`config.mk`:
```
export PLATFORM = sky130hd
export DESIGN_NAME = snoop_moesi_ctrl
export DESIGN_NICKNAME = d
export VERILOG_FILES = /design/src/rtl/moesi_pkg.sv /design/src/rtl/moesi_line_array.sv /design/src/rtl/moesi_snoop_unit.sv /design/src/rtl/moesi_cmd_sel.sv /design/src/rtl/snoop_moesi_ctrl.sv
export SDC_FILE = /design/constraint.sdc
export NUM_CORES = 1
export LEC_CHECK = 0
export ABC_AREA = 1
export CORE_ASPECT_RATIO = 1.5
export CORE_MARGIN = 2
export CORE_UTILIZATION = 43
export CTS_CLUSTER_DIAMETER = 30
export DETAILED_ROUTE_END_ITERATION = 7
export SYNTH_ARGS = -nofsm -noshare
export SYNTH_HDL_FRONTEND = slang
export SYNTH_HIERARCHICAL = 1
export SYNTH_SLANG_ARGS = --single-unit
```
`constraint.sdc`:
```
create_clock -name clk -period 6.63 [get_ports clk]
set_input_delay 1.6575 -clock clk [delete_from_list [all_inputs] [get_ports clk]]
set_output_delay 1.6575 -clock clk [all_outputs]
set_load 0.005 [all_outputs]
```
`src/rtl/moesi_pkg.sv`:
```
`timescale 1ns/1ps
package moesi_pkg;

  typedef enum logic [2:0] {
    ST_I = 3'd0,
    ST_S = 3'd1,
    ST_E = 3'd2,
    ST_O = 3'd3,
    ST_M = 3'd4
  } line_st_t;

  typedef enum logic [2:0] {
    BC_NONE = 3'd0,
    BC_RD   = 3'd1,
    BC_RDX  = 3'd2,
    BC_UPG  = 3'd3,
    BC_WB   = 3'd4
  } bus_cmd_t;

  function automatic logic st_valid(input line_st_t s);
    return s != ST_I;
  endfunction

  function automatic logic st_dirty(input line_st_t s);
    return (s == ST_M) || (s == ST_O);
  endfunction

  // state after another cache's transaction hits the line
  function automatic line_st_t st_after_snoop(input line_st_t s, input bus_cmd_t c);
    line_st_t n;
    n = s;
    case (c)
      BC_RD: begin
        if (s == ST_M) n = ST_O;
        else if (s == ST_E) n = ST_S;
      end
      BC_RDX, BC_UPG: n = ST_I;
      default: n = s;
    endcase
    return n;
  endfunction

  // state after our own read fill
  function automatic line_st_t st_after_fill(input logic others_share);
    return others_share ? ST_S : ST_E;
  endfunction

  // bus command needed for a pending access
  function automatic bus_cmd_t cmd_for_access(input logic hit, input logic we,
                                              input line_st_t s);
    bus_cmd_t c;
    if (hit && we)          c = BC_UPG;
    else if (!hit && st_dirty(s)) c = BC_WB;
    else if (we)            c = BC_RDX;
    else                    c = BC_RD;
    return c;
  endfunction

endpackage

```
`src/rtl/moesi_line_array.sv`:
```
`timescale 1ns/1ps
module moesi_line_array
  import moesi_pkg::*;
#(
  parameter int LINES  = 4,
  parameter int TAG_W  = 6,
  parameter int DATA_W = 8,
  localparam int IDX_W = $clog2(LINES)
) (
  input  logic              clk,
  input  logic              rst_n,
  // local port: read and full write
  input  logic [IDX_W-1:0]  a_idx,
  output line_st_t          a_st,
  output logic [TAG_W-1:0]  a_tag,
  output logic [DATA_W-1:0] a_data,
  input  logic              a_wen,
  input  line_st_t          a_wst,
  input  logic [TAG_W-1:0]  a_wtag,
  input  logic [DATA_W-1:0] a_wdata,
  // snoop port: read and state-only write
  input  logic [IDX_W-1:0]  b_idx,
  output line_st_t          b_st,
  output logic [TAG_W-1:0]  b_tag,
  output logic [DATA_W-1:0] b_data,
  input  logic              b_wen,
  input  line_st_t          b_wst
);

  line_st_t          st_q   [LINES];
  logic [TAG_W-1:0]  tag_q  [LINES];
  logic [DATA_W-1:0] data_q [LINES];

  for (genvar g = 0; g < LINES; g++) begin : g_line
    logic sel_a, sel_b;
    assign sel_a = a_wen && (a_idx == IDX_W'(g));
    assign sel_b = b_wen && (b_idx == IDX_W'(g));
    always_ff @(posedge clk) begin
      if (!rst_n) begin
        st_q[g]   <= ST_I;
        tag_q[g]  <= '0;
        data_q[g] <= '0;
      end else if (sel_a) begin
        st_q[g]   <= a_wst;
        tag_q[g]  <= a_wtag;
        data_q[g] <= a_wdata;
      end else if (sel_b) begin
        st_q[g]   <= b_wst;
      end
    end
  end

  assign a_st   = st_q[a_idx];
  assign a_tag  = tag_q[a_idx];
  assign a_data = data_q[a_idx];
  assign b_st   = st_q[b_idx];
  assign b_tag  = tag_q[b_idx];
  assign b_data = data_q[b_idx];

endmodule

```
`src/rtl/moesi_snoop_unit.sv`:
```
`timescale 1ns/1ps
module moesi_snoop_unit
  import moesi_pkg::*;
#(
  parameter int TAG_W  = 6,
  parameter int DATA_W = 8
) (
  input  logic              en,
  input  bus_cmd_t          cmd,
  input  logic [TAG_W-1:0]  tag,
  input  line_st_t          l_st,
  input  logic [TAG_W-1:0]  l_tag,
  input  logic [DATA_W-1:0] l_data,
  output logic              shared,
  output logic              supply,
  output logic [DATA_W-1:0] data,
  output logic              upd_en,
  output line_st_t          upd_st
);

  logic hit, is_read;

  assign hit     = en && st_valid(l_st) && (l_tag == tag);
  assign is_read = (cmd == BC_RD) || (cmd == BC_RDX);
  assign shared  = hit && is_read;
  assign supply  = shared && st_dirty(l_st);
  assign data    = supply ? l_data : '0;
  assign upd_en  = hit && (cmd != BC_WB) && (cmd != BC_NONE);
  assign upd_st  = st_after_snoop(l_st, cmd);

endmodule

```
`src/rtl/moesi_cmd_sel.sv`:
```
`timescale 1ns/1ps
module moesi_cmd_sel
  import moesi_pkg::*;
#(
  parameter int TAG_W = 6
) (
  input  logic             we,
  input  logic [TAG_W-1:0] tag,
  input  line_st_t         l_st,
  input  logic [TAG_W-1:0] l_tag,
  output logic             hit,
  output logic             local_ok,
  output bus_cmd_t         cmd
);

  assign hit      = st_valid(l_st) && (l_tag == tag);
  assign local_ok = hit && (!we || (l_st == ST_E) || (l_st == ST_M));
  assign cmd      = cmd_for_access(hit, we, l_st);

endmodule

```
`src/rtl/snoop_moesi_ctrl.sv`:
```
`timescale 1ns/1ps
module snoop_moesi_ctrl
  import moesi_pkg::*;
#(
  parameter int ADDR_W = 8,
  parameter int DATA_W = 8,
  parameter int LINES  = 4,
  localparam int IDX_W = $clog2(LINES),
  localparam int TAG_W = ADDR_W - IDX_W
) (
  input  logic              clk,
  input  logic              rst_n,
  input  logic              cpu_req,
  input  logic              cpu_we,
  input  logic [ADDR_W-1:0] cpu_addr,
  input  logic [DATA_W-1:0] cpu_wdata,
  output logic              cpu_done,
  output logic [DATA_W-1:0] cpu_rdata,
  output logic              bus_req,
  input  logic              bus_gnt,
  output logic [2:0]        bus_cmd_o,
  output logic [ADDR_W-1:0] bus_addr_o,
  output logic [DATA_W-1:0] bus_wdata_o,
  input  logic [DATA_W-1:0] bus_rdata_i,
  input  logic              bus_shared_i,
  input  logic [2:0]        snp_cmd,
  input  logic [ADDR_W-1:0] snp_addr,
  output logic              snp_shared,
  output logic              snp_supply,
  output logic [DATA_W-1:0] snp_data
);

  typedef enum logic {F_IDLE, F_REQ} fsm_t;

  fsm_t              fsm_q;
  logic              pend_we;
  logic [ADDR_W-1:0] pend_addr;
  logic [DATA_W-1:0] pend_data;
  logic              done_q;
  logic [DATA_W-1:0] rdata_q;

  logic              in_idle, in_req;
  logic [ADDR_W-1:0] c_addr;
  logic              c_we;
  logic [IDX_W-1:0]  c_idx;
  logic [TAG_W-1:0]  c_tag;

  line_st_t          ca_st, sb_st, a_wst, snp_nst;
  logic [TAG_W-1:0]  ca_tag, sb_tag, a_wtag;
  logic [DATA_W-1:0] ca_data, sb_data, a_wdata;
  logic              a_wen, snp_upd;
  logic              c_hit, c_local_ok;
  bus_cmd_t          c_cmd, s_cmd;
  logic              snp_en;

  // named events for the checker
  logic              evt_local_hit;
  logic              evt_bus_done;
  logic              evt_accept;

  assign in_idle = (fsm_q == F_IDLE);
  assign in_req  = (fsm_q == F_REQ);
  assign c_addr  = in_idle ? cpu_addr : pend_addr;
  assign c_we    = in_idle ? cpu_we   : pend_we;
  assign c_idx   = c_addr[IDX_W-1:0];
  assign c_tag   = c_addr[ADDR_W-1:IDX_W];
  assign s_cmd   = bus_cmd_t'(snp_cmd);
  assign snp_en  = (s_cmd != BC_NONE) && !bus_gnt;

  // a pending snoop takes the line arrays first; the local access waits
  assign evt_accept    = in_idle && cpu_req && (s_cmd == BC_NONE);
  assign evt_local_hit = evt_accept && c_local_ok;
  assign evt_bus_done  = in_req && bus_gnt;

  moesi_line_array #(.LINES(LINES), .TAG_W(TAG_W), .DATA_W(DATA_W)) u_lines (
    .clk     (clk),
    .rst_n   (rst_n),
    .a_idx   (c_idx),
    .a_st    (ca_st),
    .a_tag   (ca_tag),
    .a_data  (ca_data),
    .a_wen   (a_wen),
    .a_wst   (a_wst),
    .a_wtag  (a_wtag),
    .a_wdata (a_wdata),
    .b_idx   (snp_addr[IDX_W-1:0]),
    .b_st    (sb_st),
    .b_tag   (sb_tag),
    .b_data  (sb_data),
    .b_wen   (snp_upd),
    .b_wst   (snp_nst)
  );

  moesi_cmd_sel #(.TAG_W(TAG_W)) u_sel (
    .we       (c_we),
    .tag      (c_tag),
    .l_st     (ca_st),
    .l_tag    (ca_tag),
    .hit      (c_hit),
    .local_ok (c_local_ok),
    .cmd      (c_cmd)
  );

  moesi_snoop_unit #(.TAG_W(TAG_W), .DATA_W(DATA_W)) u_snoop (
    .en     (snp_en),
    .cmd    (s_cmd),
    .tag    (snp_addr[ADDR_W-1:IDX_W]),
    .l_st   (sb_st),
    .l_tag  (sb_tag),
    .l_data (sb_data),
    .shared (snp_shared),
    .supply (snp_supply),
    .data   (snp_data),
    .upd_en (snp_upd),
    .upd_st (snp_nst)
  );

  // local line update: silent write hit or completion of our bus command
  always_comb begin
    a_wen   = 1'b0;
    a_wst   = ca_st;
    a_wtag  = ca_tag;
    a_wdata = ca_data;
    if (evt_local_hit && cpu_we) begin
      a_wen   = 1'b1;
      a_wst   = ST_M;
      a_wdata = cpu_wdata;
    end else if (evt_bus_done) begin
      a_wen = 1'b1;
      case (c_cmd)
        BC_WB:  a_wst = ST_I;
        BC_RD: begin
          a_wst   = st_after_fill(bus_shared_i);
          a_wtag  = c_tag;
          a_wdata = bus_rdata_i;
        end
        BC_RDX: begin
          a_wst   = ST_M;
          a_wtag  = c_tag;
          a_wdata = pend_data;
        end
        BC_UPG: begin
          a_wst   = ST_M;
          a_wdata = pend_data;
        end
        default: a_wen = 1'b0;
      endcase
    end
  end

  always_ff @(posedge clk) begin
    if (!rst_n) begin
      fsm_q     <= F_IDLE;
      pend_we   <= 1'b0;
      pend_addr <= '0;
      pend_data <= '0;
      done_q    <= 1'b0;
      rdata_q   <= '0;
    end else begin
      done_q <= 1'b0;
      case (fsm_q)
        F_IDLE: begin
          if (evt_accept) begin
            if (c_local_ok) begin
              done_q <= 1'b1;
              if (!cpu_we) rdata_q <= ca_data;
            end else begin
              fsm_q     <= F_REQ;
              pend_we   <= cpu_we;
              pend_addr <= cpu_addr;
              pend_data <= cpu_wdata;
            end
          end
        end
        default: begin
          if (evt_bus_done && (c_cmd != BC_WB)) begin
            done_q <= 1'b1;
            fsm_q  <= F_IDLE;
            if (c_cmd == BC_RD) rdata_q <= bus_rdata_i;
          end
        end
      endcase
    end
  end

  assign cpu_done    = done_q;
  assign cpu_rdata   = rdata_q;
  assign bus_req     = in_req;
  assign bus_cmd_o   = evt_bus_done ? c_cmd : BC_NONE;
  assign bus_addr_o  = (c_cmd == BC_WB) ? {ca_tag, c_idx} : pend_addr;
  assign bus_wdata_o = (c_cmd == BC_WB) ? ca_data : '0;

endmodule

```
After elaboration in Yosys (flattened, before gate mapping). Memory sizes are Yosys's and may differ from the RTL's. Index checks and enable logic that the tools add are counted.

Bits in registers: 27. RAM bits: 68. Input port bits: 41. Output and inout port bits: 39. Word-level logic and storage cells: 184. Memories: 3.

Memory list: u_lines.data_q (words 4, bits a word 8, read ports 2, clocked after memory_dff 0, write ports 4, RTL line moesi_line_array.sv:32) `logic [DATA_W-1:0] data_q [LINES];`; u_lines.tag_q (words 4, bits a word 6, read ports 2, clocked after memory_dff 0, write ports 4, RTL line moesi_line_array.sv:31) `logic [TAG_W-1:0] tag_q [LINES];`; u_lines.st_q (words 4, bits a word 3, read ports 2, clocked after memory_dff 0, write ports 4, RTL line moesi_line_array.sv:30) `line_st_t st_q [LINES];`.

Eq/ne operators: 26. Mux-type cells: 84. Bitwise operators: 18. Reductions and logical operators: 47.

Operator list (count): $mux 8 (16); $mux 3 (15); $mux 6 (7); $mux 1 (41); $logic_and 1x1->1 (25); $eq 3x2->1 const B (8); $or 1x1->1 (16); $pmux 8 s2 (1); $eq 6x6->1 (2); $eq 3x3->1 const B (3); $pmux 3 s3 (1); $reduce_bool 3->1 (3); $eq 2x2->1 const B (4); $eq 3x1->1 const B (2); $ne 2x1->1 const B (3); $ne 3x3->1 const B (2); $pmux 3 s2 (1); $reduce_or 2->1 (3); $logic_or 1x1->1 (5); $reduce_and 5->1 (1); $eq 2x1->1 const B (2); $logic_not 2->1 (2); $mux 2 (2); $reduce_bool 2->1 (2); 5 further kinds (8).

Longest topological paths before layout. Gate-level depths: netlist (run 1). An unclocked memory read counts as a cell.

Depth in word-level cells: 19. Mapped depth: 27. Gate-level depth less buffers: 24.

By module. Netlist (run 1), hierarchy kept.

By module, submodules not included: moesi_line_array (times used 1, cells an instance 401, area an instance 3525.9 um^2, sequential area each 2042.0 um^2); snoop_moesi_ctrl (times used 1, cells an instance 311, area an instance 1896.8 um^2, sequential area each 540.5 um^2); moesi_snoop_unit (times used 1, cells an instance 83, area an instance 350.3 um^2, sequential area each 0.0 um^2); moesi_cmd_sel (times used 1, cells an instance 38, area an instance 177.7 um^2, sequential area each 0.0 um^2).

Worst setup path after synthesis (run 1). Ideal clock, no wire load.

Kind: input to output. Start: input port cpu_addr[1]. End: output port bus_addr_o[2]. Data arrival time: 4.142 ns. Data required time: 4.972 ns. Slack: 0.831 ns. Stages: 16. Path buffers: 3. Path through: nand2_1 > o21ai_0 > buf_2 > inv_1 > nor2_2 > buf_4 > nand2_1 > nand4_1 > nor3_1 > o21bai_1 > o21ai_0 > inv_1 > nand3_1 > clkbuf_1 > nand2_1 > o21ai_0.

Longest elaborated chain between the ends: 10. Elaborated cells between the ends (all ways): 16. Classes of those cells: eq/ne (4); mux (4); reduce/logical (6); memory (2).

Ends and longest elaborated chain: from (decl) (RTL line snoop_moesi_ctrl.sv:15) `input logic [ADDR_W-1:0] cpu_addr,`; $mux 8 (*) (RTL line snoop_moesi_ctrl.sv:63) `assign c_addr = in_idle ? cpu_addr : pend_addr;`; net c_addr[1] (RTL line snoop_moesi_ctrl.sv:43) `logic [ADDR_W-1:0] c_addr;`; $mem_v2 4x3 (*); net ca_st[1] (RTL line snoop_moesi_ctrl.sv:48) `line_st_t ca_st, sb_st, a_wst, snp_nst;`; $reduce_bool 3->1 (RTL line moesi_pkg.sv:21) `return s != ST_I;`; $logic_and 1x1->1 (RTL line moesi_cmd_sel.sv:16) `assign hit = st_valid(l_st) && (l_tag == tag);`; $logic_not 1->1 (RTL line moesi_pkg.sv:53) `else if (!hit && st_dirty(s)) c = BC_WB;`; $logic_and 1x1->1 (RTL line moesi_pkg.sv:53); $mux 3 (RTL line moesi_pkg.sv:53); $mux 3 (*) (RTL line moesi_pkg.sv:52) `if (hit && we) c = BC_UPG;`; net c_cmd[0] (RTL line snoop_moesi_ctrl.sv:53) `bus_cmd_t c_cmd, s_cmd;`; $eq 3x3->1 (*) (RTL line snoop_moesi_ctrl.sv:190) `assign bus_addr_o = (c_cmd == BC_WB) ? {ca_tag, c_idx} : pend_addr;`; $mux 8 (*) (RTL line snoop_moesi_ctrl.sv:190); to (decl) (RTL line snoop_moesi_ctrl.sv:22) `output logic [ADDR_W-1:0] bus_addr_o,`.

The timed path passes the listed nets; every way through them passes the cells marked *.

Worst setup path after layout (run 1).
Start: input port cpu_addr[0]. End: output port bus_wdata_o[0].

Longest elaborated chain between the ends: 10. Elaborated cells between the ends (all ways): 17. Classes of those cells: eq/ne (4); mux (4); reduce/logical (6); memory (3).

Ends and longest elaborated chain: $mux 8 (*) (RTL line snoop_moesi_ctrl.sv:63); net c_addr[0] (RTL line snoop_moesi_ctrl.sv:43); $mem_v2 4x3 (*); net ca_st[2] (RTL line snoop_moesi_ctrl.sv:48); $reduce_bool 3->1 (RTL line moesi_pkg.sv:21); $logic_and 1x1->1 (RTL line moesi_cmd_sel.sv:16); $logic_not 1->1 (RTL line moesi_pkg.sv:53); $logic_and 1x1->1 (RTL line moesi_pkg.sv:53); $mux 3 (RTL line moesi_pkg.sv:53); $mux 3 (*) (RTL line moesi_pkg.sv:52); net c_cmd[2] (RTL line snoop_moesi_ctrl.sv:53); $eq 3x3->1 (*) (RTL line snoop_moesi_ctrl.sv:191) `assign bus_wdata_o = (c_cmd == BC_WB) ? ca_data : '0;`; $mux 8 (*) (RTL line snoop_moesi_ctrl.sv:191); to (decl) (RTL line snoop_moesi_ctrl.sv:23) `output logic [DATA_W-1:0] bus_wdata_o,`.

Marks and branches as above.

==> flow_metrics.py, run 1 <==
metrics = {
    "floorplan": {
        "die-area_um2": 14810,
        "die_h_um": 148.0,
        "die_w_um": 100.0,
        "coreArea_um2": 13530,
        "rows": 52,
        "initial_core_util_pct": 43.94,
        "io_pins": 80,
    },
    "logic_synthesis": {
        "synthCells": 832,
        "yosysWarnings": 6,
        "avgSynthCellArea_um2": 7.148,
        "synth_nets": 873,
        "post_synth_instance_area_um2": 5947,
    },
    "cells_and_area": {
        "instances_no_fill": 1090,
        "fin_nets": 964,
        "diodes": 0,
        "area_growth_syn_to_layout_pct": 23.04,
        "fin_area_um2": 7317,
        "final_common_cell": "nand2_1",
        "final_cell_mix": "nand2_1 (258), nor2_1 (136), inv_1 (96)",
        "drive_above_1_share_pct": 9.698,
        "fill_cells": 1301,
    },
    "detailed_routing": {
        "wirelength_mm": 18.13,
        "dr.first_iter.drc_count": 364,
        "detail_route.wl_per_cell_um": 16.63,
        "firstDrtPassIters": 5,
        "vias_per_cell": 5.281,
        "drcViolationCount": 0,
        "ant_nets": 0,
        "vias": 5756,
    },
    "sta": {
        "rsz0062_at_grt": "false",
        "slew_headroom_pct": 50.65,
        "tightest_slew_ns": 0.7326,
        "tns_ns": 0,
        "finalSetupViolCount": 0,
        "min_period_ns": 6.332,
        "clock_skew_ns": 0.009662,
        "drv_slew": 0,
        "post-route-period-util_pct": 95.51,
        "clock.fmax_mhz": 157.9,
        "timing_hold_violations_final": 0,
        "whs_ns": 0.4561,
    },
    "clocking": {
        "ctsHtreeMaxLevel": 3,
        "cts_made_buffers": 9,
        "clkTransAtPathRegs_ns": 0.06,
        "cts_hold_buf": 0,
        "cts_sinks": 95,
        "clockBufferDepth": 2,
        "cts_tree": "yes",
        "cts-root-buf": "clkbuf_16",
        "insertion_delay_ns": 0.35,
    },
    "placement": {
        "port_buffers": 79,
        "gp_congestion": 0.9284,
        "hpwl_mm": 13.79,
        "place_inst": 1071,
        "dpl_cell_area_um2": 6958,
    },
    "worst_setup_path": {
        "critPathMaxStageDelay_ns": 0.52,
        "crit_family": "buffers and inverters",
        "critical_path_class": "primary input to output port",
        "crit_slowest_cell": "clkdlybuf4s50_1",
        "crit_fanout": 10,
        "required_ns": 4.97,
        "path_cells": "clkdlybuf4s50_1 > nand2_1 > o21ai_0 > buf_4 > buf_12 > nor2_4 > nand2_1 > nand4_1 > inv_1 > nor3_1 > o21bai_1 > and2_1 > nand3_2 > buf_4 > nor2_1 > clkdlybuf4s50_1",
        "end_kind": "output port",
        "crit_path_start_kind": "primary input",
        "crit_arrival_ns": 4.67,
        "timing.critical_path.buf_inv": 6,
    },
    "global_route": {
        "grt_pass1_wl_mm": 28.43,
        "grt_pass1_vias": 5589,
        "antenna_found_initial": 0,
        "gr-total-overflow": 0,
        "grt_max_degree": 34,
        "track_usage_pct": 24.93,
    },
    "worst_hold_path": {
        "hold_class": "register to register",
    },
    "power_and_ir_drop": {
        "ir_drop_uv": 110.4,
        "powerDensity_nw_per_um2": 197.5,
        "leakagePower_nw": 3.091,
    },
    "job": {
        "cap_violations": 0,
    },
    "status": {
        "status": "completed",
    },
}
-- worst register-to-register path, delay by kind of cell, from the launching register on --
kind / cells / cell delay (ns)
AOI/OAI and AO/OA: 3 / 0.45
buffers and inverters: 7 / 1.19
and+or+nand+nor: 12 / 2.12
DFF: 1 / 0.31
-- final cells by class --
cell class	instances	area, um^2	area share [%]
Tap cell	162	202.7	2.770
Sequential cell	95	2582	35.29
Timing Repair Buffer	109	1035	14.14
Inverter	107	401.6	5.489
Clock inverter	5	66.31	0.9063
Multi-Input combinational cell	601	2796	38.22
Clock buffer	11	232.7	3.181
-- registers in the layout, indices dropped and copies added, names as in the netlist --
name and cells:
bus_req 1, u_lines/tag_q 24, pend_data 8, u_lines/st_q 12
cpu_rdata 8, cpu_done 1, u_lines/data_q 32, pend_we 1
pend_addr 8
-- path summary, 6_finish.rpt --
check             cells past startpoint  slack, ns                       from                           end
setup reg to reg                     22       2.31         bus_req$_SDFF_PN0_  u_lines/st_q[1][0]$_DFFE_PP_
setup / recovery                     16       0.30                cpu_addr[0]                bus_wdata_o[0]
hold / removal                        2       0.46  pend_data[6]$_SDFFE_PN0P_     pend_data[6]$_SDFFE_PN0P_
hold reg to reg                       2       0.46  pend_data[6]$_SDFFE_PN0P_     pend_data[6]$_SDFFE_PN0P_
-- power by group --
group	total, W	switching [W]	internal [W]
Combinational	0.000251	0.000158	0.0000923
Clock	0.000528	0.000231	0.000298
Sequential	0.000666	0.0000129	0.000653
-- per-stage QoR --
stage               setup slack [ns]  total power, W  util [%]
finish                        0.2978        0.001445     54.07
global route                0.003052        0.001503     54.07
CTS                           0.1866        0.001450     53.62
detailed placement            0.2215       0.0009214     51.41
global placement              0.2784       0.0009166     51.41
floorplan                     0.8306       0.0008182         -
-- routing by layer --
layer  track usage [%]  vias up  wire length, um
met5                 0        -                0
met4             9.521        0              454
met3             4.634       34             1343
met2             41.86      214             8926
met1             31.74     2650             7405
li1                  -     2858                -
-- timing repair --
item,in CTS,in global routing
hold endpoints to repair,0,0
endpoints found under the setup margin,0,16
setup buffers,0,3
gates resized for setup,0,8
(Power assumes the default switching activity.)
==> run 2, diff against run 1 <==
--- a/config.mk
+++ b/config.mk
@@ -13,5 +13,4 @@
 export DETAILED_ROUTE_END_ITERATION = 7
 export SYNTH_ARGS = -nofsm -noshare
 export SYNTH_HDL_FRONTEND = slang
-export SYNTH_HIERARCHICAL = 1
 export SYNTH_SLANG_ARGS = --single-unit
==> run 2 against run 1 <==
Effect of this change: utilization decreased by 0.90 points; sequential share of layout area increased by 0.43 points; synthesized cell count decreased by 1.3%; critical path type unchanged; highest routed layer unchanged.
==> flow_metrics.py, run 2 <==
metrics = {
    "status": {
        "status": "completed",
    },
    "placement": {
        "gp_congestion": 0.8776,
        "port_buffers": 79,
        "hpwl_mm": 13.69,
        "post-place-ws_ns": 0.3126,
    },
    "cells_and_area": {
        "fill_cells": 1348,
        "regMostFlops": "u_lines.data_q",
        "area_growth_syn_to_layout_pct": 20.30,
        "fin_nets": 935,
        "largest_registers": "u_lines.data_q: 32 flops, u_lines.tag_q: 24 flops, u_lines.st_q: 12 flops",
        "final_cell_mix": "nand2_1 (238), nor2_1 (129), inv_1 (97)",
        "diodes": 0,
        "drive_above_1_share_pct": 7.898,
        "final_common_cell": "nand2_1",
        "largest_register_ffs": 32,
    },
    "power_and_ir_drop": {
        "ir_drop_uv": 121.7,
        "powerDensity_nw_per_um2": 207.2,
        "leakagePower_nw": 3.144,
    },
    "sta": {
        "timing_hold_violations_final": 0,
        "finalSetupViolCount": 0,
        "post-route-period-util_pct": 95.43,
        "rsz0062_at_grt": "false",
        "slew_headroom_pct": 38.66,
        "drv_slew": 0,
        "tightest_slew_ns": 0.9172,
        "setup_ws_ns": 0.3029,
        "clock_skew_ns": 0.005565,
        "min_period_ns": 6.327,
        "clock.fmax_mhz": 158.1,
        "tns_ns": 0,
    },
    "detailed_routing": {
        "vias_per_cell": 5.368,
        "vias": 5695,
        "detail_route.wl_per_cell_um": 17.15,
        "firstDrtPassIters": 5,
        "ant_nets": 0,
        "drcViolationCount": 0,
        "dr.first_iter.drc_count": 361,
        "wirelength_mm": 18.20,
    },
    "worst_setup_path": {
        "cp-startpoint": "snp_addr[1]",
        "r2r-start": "bus_req$_SDFF_PN0_",
        "crit_fanout": 11,
        "end_kind": "output port",
        "crit_path_start_kind": "primary input",
        "reg2reg_slack_ns": 2.84,
        "critical_path_class": "primary input to output port",
        "reg2regPathDepth": 14,
        "required_ns": 4.97,
        "crit_arrival_ns": 4.67,
        "worst_r2r_endpoint": "u_lines.data_q[0][1]$_SDFFCE_PN0P_",
    },
    "logic_synthesis": {
        "yosys-mux-area-fraction_pct": 0,
        "synth_area_leaders": "edfxtp_1 (34%), nand2_1 (15%), dfxtp_1 (9.0%)",
        "post_synth_instance_area_um2": 6010,
        "synth.top_cell.area_share_pct": 33.98,
        "yosysWarnings": 0,
        "synthSimpleGateAreaFrac_pct": 32.60,
        "synth_commonest_cells": "nand2_1 (238), nor2_1 (129), inv_1 (99)",
        "synth_xor_xnor_area_share_pct": 0.4372,
        "synth_fa_ha_area_share_pct": 0,
        "yosys.area.top_type": "edfxtp_1",
        "yosys_most_used_dff": "edfxtp_1",
        "synth_seq_cells": 95,
        "synth_top_family_by_area": "simple AND/OR/NAND/NOR gates",
        "synth-compound-area-share_pct": 14.37,
        "avgSynthCellArea_um2": 7.320,
        "synth_nets": 862,
        "yosysUniqueCellTypes": 43,
        "synth_edf_count": 68,
        "seq_area_frac_synth_pct": 42.97,
        "yosysMostFrequentCell": "nand2_1",
        "synthArstFlopShare_pct": 0,
        "synthCells": 821,
    },
    "floorplan": {
        "io_pins": 80,
        "coreArea_um2": 13600,
        "rows": 52,
        "die-area_um2": 14960,
        "die_h_um": 148.8,
        "die_w_um": 100.5,
        "initial_core_util_pct": 44.19,
    },
    "clocking": {
        "clkTransAtPathRegs_ns": 0.07,
        "cts-root-buf": "clkbuf_16",
        "cts_hold_buf": 0,
        "cts_tree": "yes",
        "insertion_delay_ns": 0.36,
        "cts_made_buffers": 9,
        "ctsHtreeMaxLevel": 3,
        "clockBufferDepth": 2,
        "cts_sinks": 95,
    },
    "global_route": {
        "met2_usage_pct": 41.04,
        "grt.busiest_layer": "met2",
        "grt_pass1_wl_mm": 28.50,
        "grt_pass1_vias": 5408,
        "antenna_found_initial": 0,
        "gr-total-overflow": 0,
        "track_usage_pct": 24.91,
        "grt_max_degree": 28,
        "gr-usage-met1_pct": 32.60,
        "use_met3_pct": 3.983,
    },
    "worst_hold_path": {
        "whs_endpoint": "pend_data[6]$_SDFFE_PN0P_",
        "hold_class": "register to register",
        "holdPathStages": 2,
        "hp-start": "pend_data[6]$_SDFFE_PN0P_",
    },
    "job": {
        "cap_violations": 0,
    },
}
==> run 2: worst max path at each step <==
| stage | endpoint | slack [ns] | cells past startpoint |
|---|---|---|---|
| after floorplan | snp_data[0] | 1.77 | 13 |
| after global placement | snp_data[0] | 0.36 | 14 |
| after detailed placement | snp_data[0] | 0.31 | 14 |
| after CTS | snp_data[0] | 0.31 | 14 |
| after global routing | snp_data[0] | 0.05 | 14 |
| final | snp_data[1] | 0.30 | 14 |
==> run 2: power breakdown <==
part | switching (W) | total (W) | internal [W] | leakage (nW)
registers | 0.0000123 | 0.000666 | 0.000654 | 0.922
logic | 0.000181 | 0.000290 | 0.000109 | 2.07
clock network | 0.000254 | 0.000541 | 0.000288 | 0.154
total | 0.000447 | 0.00150 | 0.00105 | 3.14
==> run 2: cell families after synthesis <==
logic type                after synthesis
DFF                                    95
and+or+nand+nor                       448
AOI/OAI and AO/OA                     142
xor gates and xnor gates                3
buffers and inverters                 133
==> run 2: layout make-up <==
type                       instances  area, um^2  area share [%]
inverter                         103       399.1           5.521
sequential                        95        2582           35.72
clock buffer                      10       250.2           3.461
clock inverter                     6       57.56          0.7961
multi-input combinational        593        2849           39.41
tap                              162       202.7           2.804
timing repair buffer              92       888.4           12.29
==> run 2: worst max-delay path: stages <==
cell and delay (ns):
clkdlybuf4s50_1 0.52, inv_1 0.05, nand2_1 0.12, clkinvlp_4 0.29, a22oi_1 0.33, a21o_1 0.18
nand2_1 0.05, nor2_1 0.10, and2_1 0.15, nand2_1 0.05, nor2_1 0.14, nand2_1 0.29
nor2_1 0.23, clkdlybuf4s50_1 0.53
==> run 2: stage by stage <==
stage	utilization [%]	total power [W]	std cells	instance area [um^2]	hold slack [ns]
6_report	53.17	0.001498	1061	7229	0.4887
5_1_grt	53.17	0.001561	1061	7229	0.5030
4_1_cts	53.05	0.001507	1060	7214	0.4895
3_5_place_dp	50.79	0.0009658	1044	6907	0.4735
3_3_place_gp	50.79	0.0009628	1044	6907	0.4626
2_1_floorplan	-	0.0008494	821	6010	0.4559
==> run 2: layer usage <==
metal	up-vias	part of all wire [%]	wire length [um]
li1	2822	-	-
met1	2619	43	7751
met2	220	49	8962
met3	34	5.9	1068
met4	0	2.3	413
met5	-	0	0
==> run 2: repair_timing <==
item	CTS	global route
setup endpoints to repair	0	1
buffers inserted	0	1
resized for setup	0	2
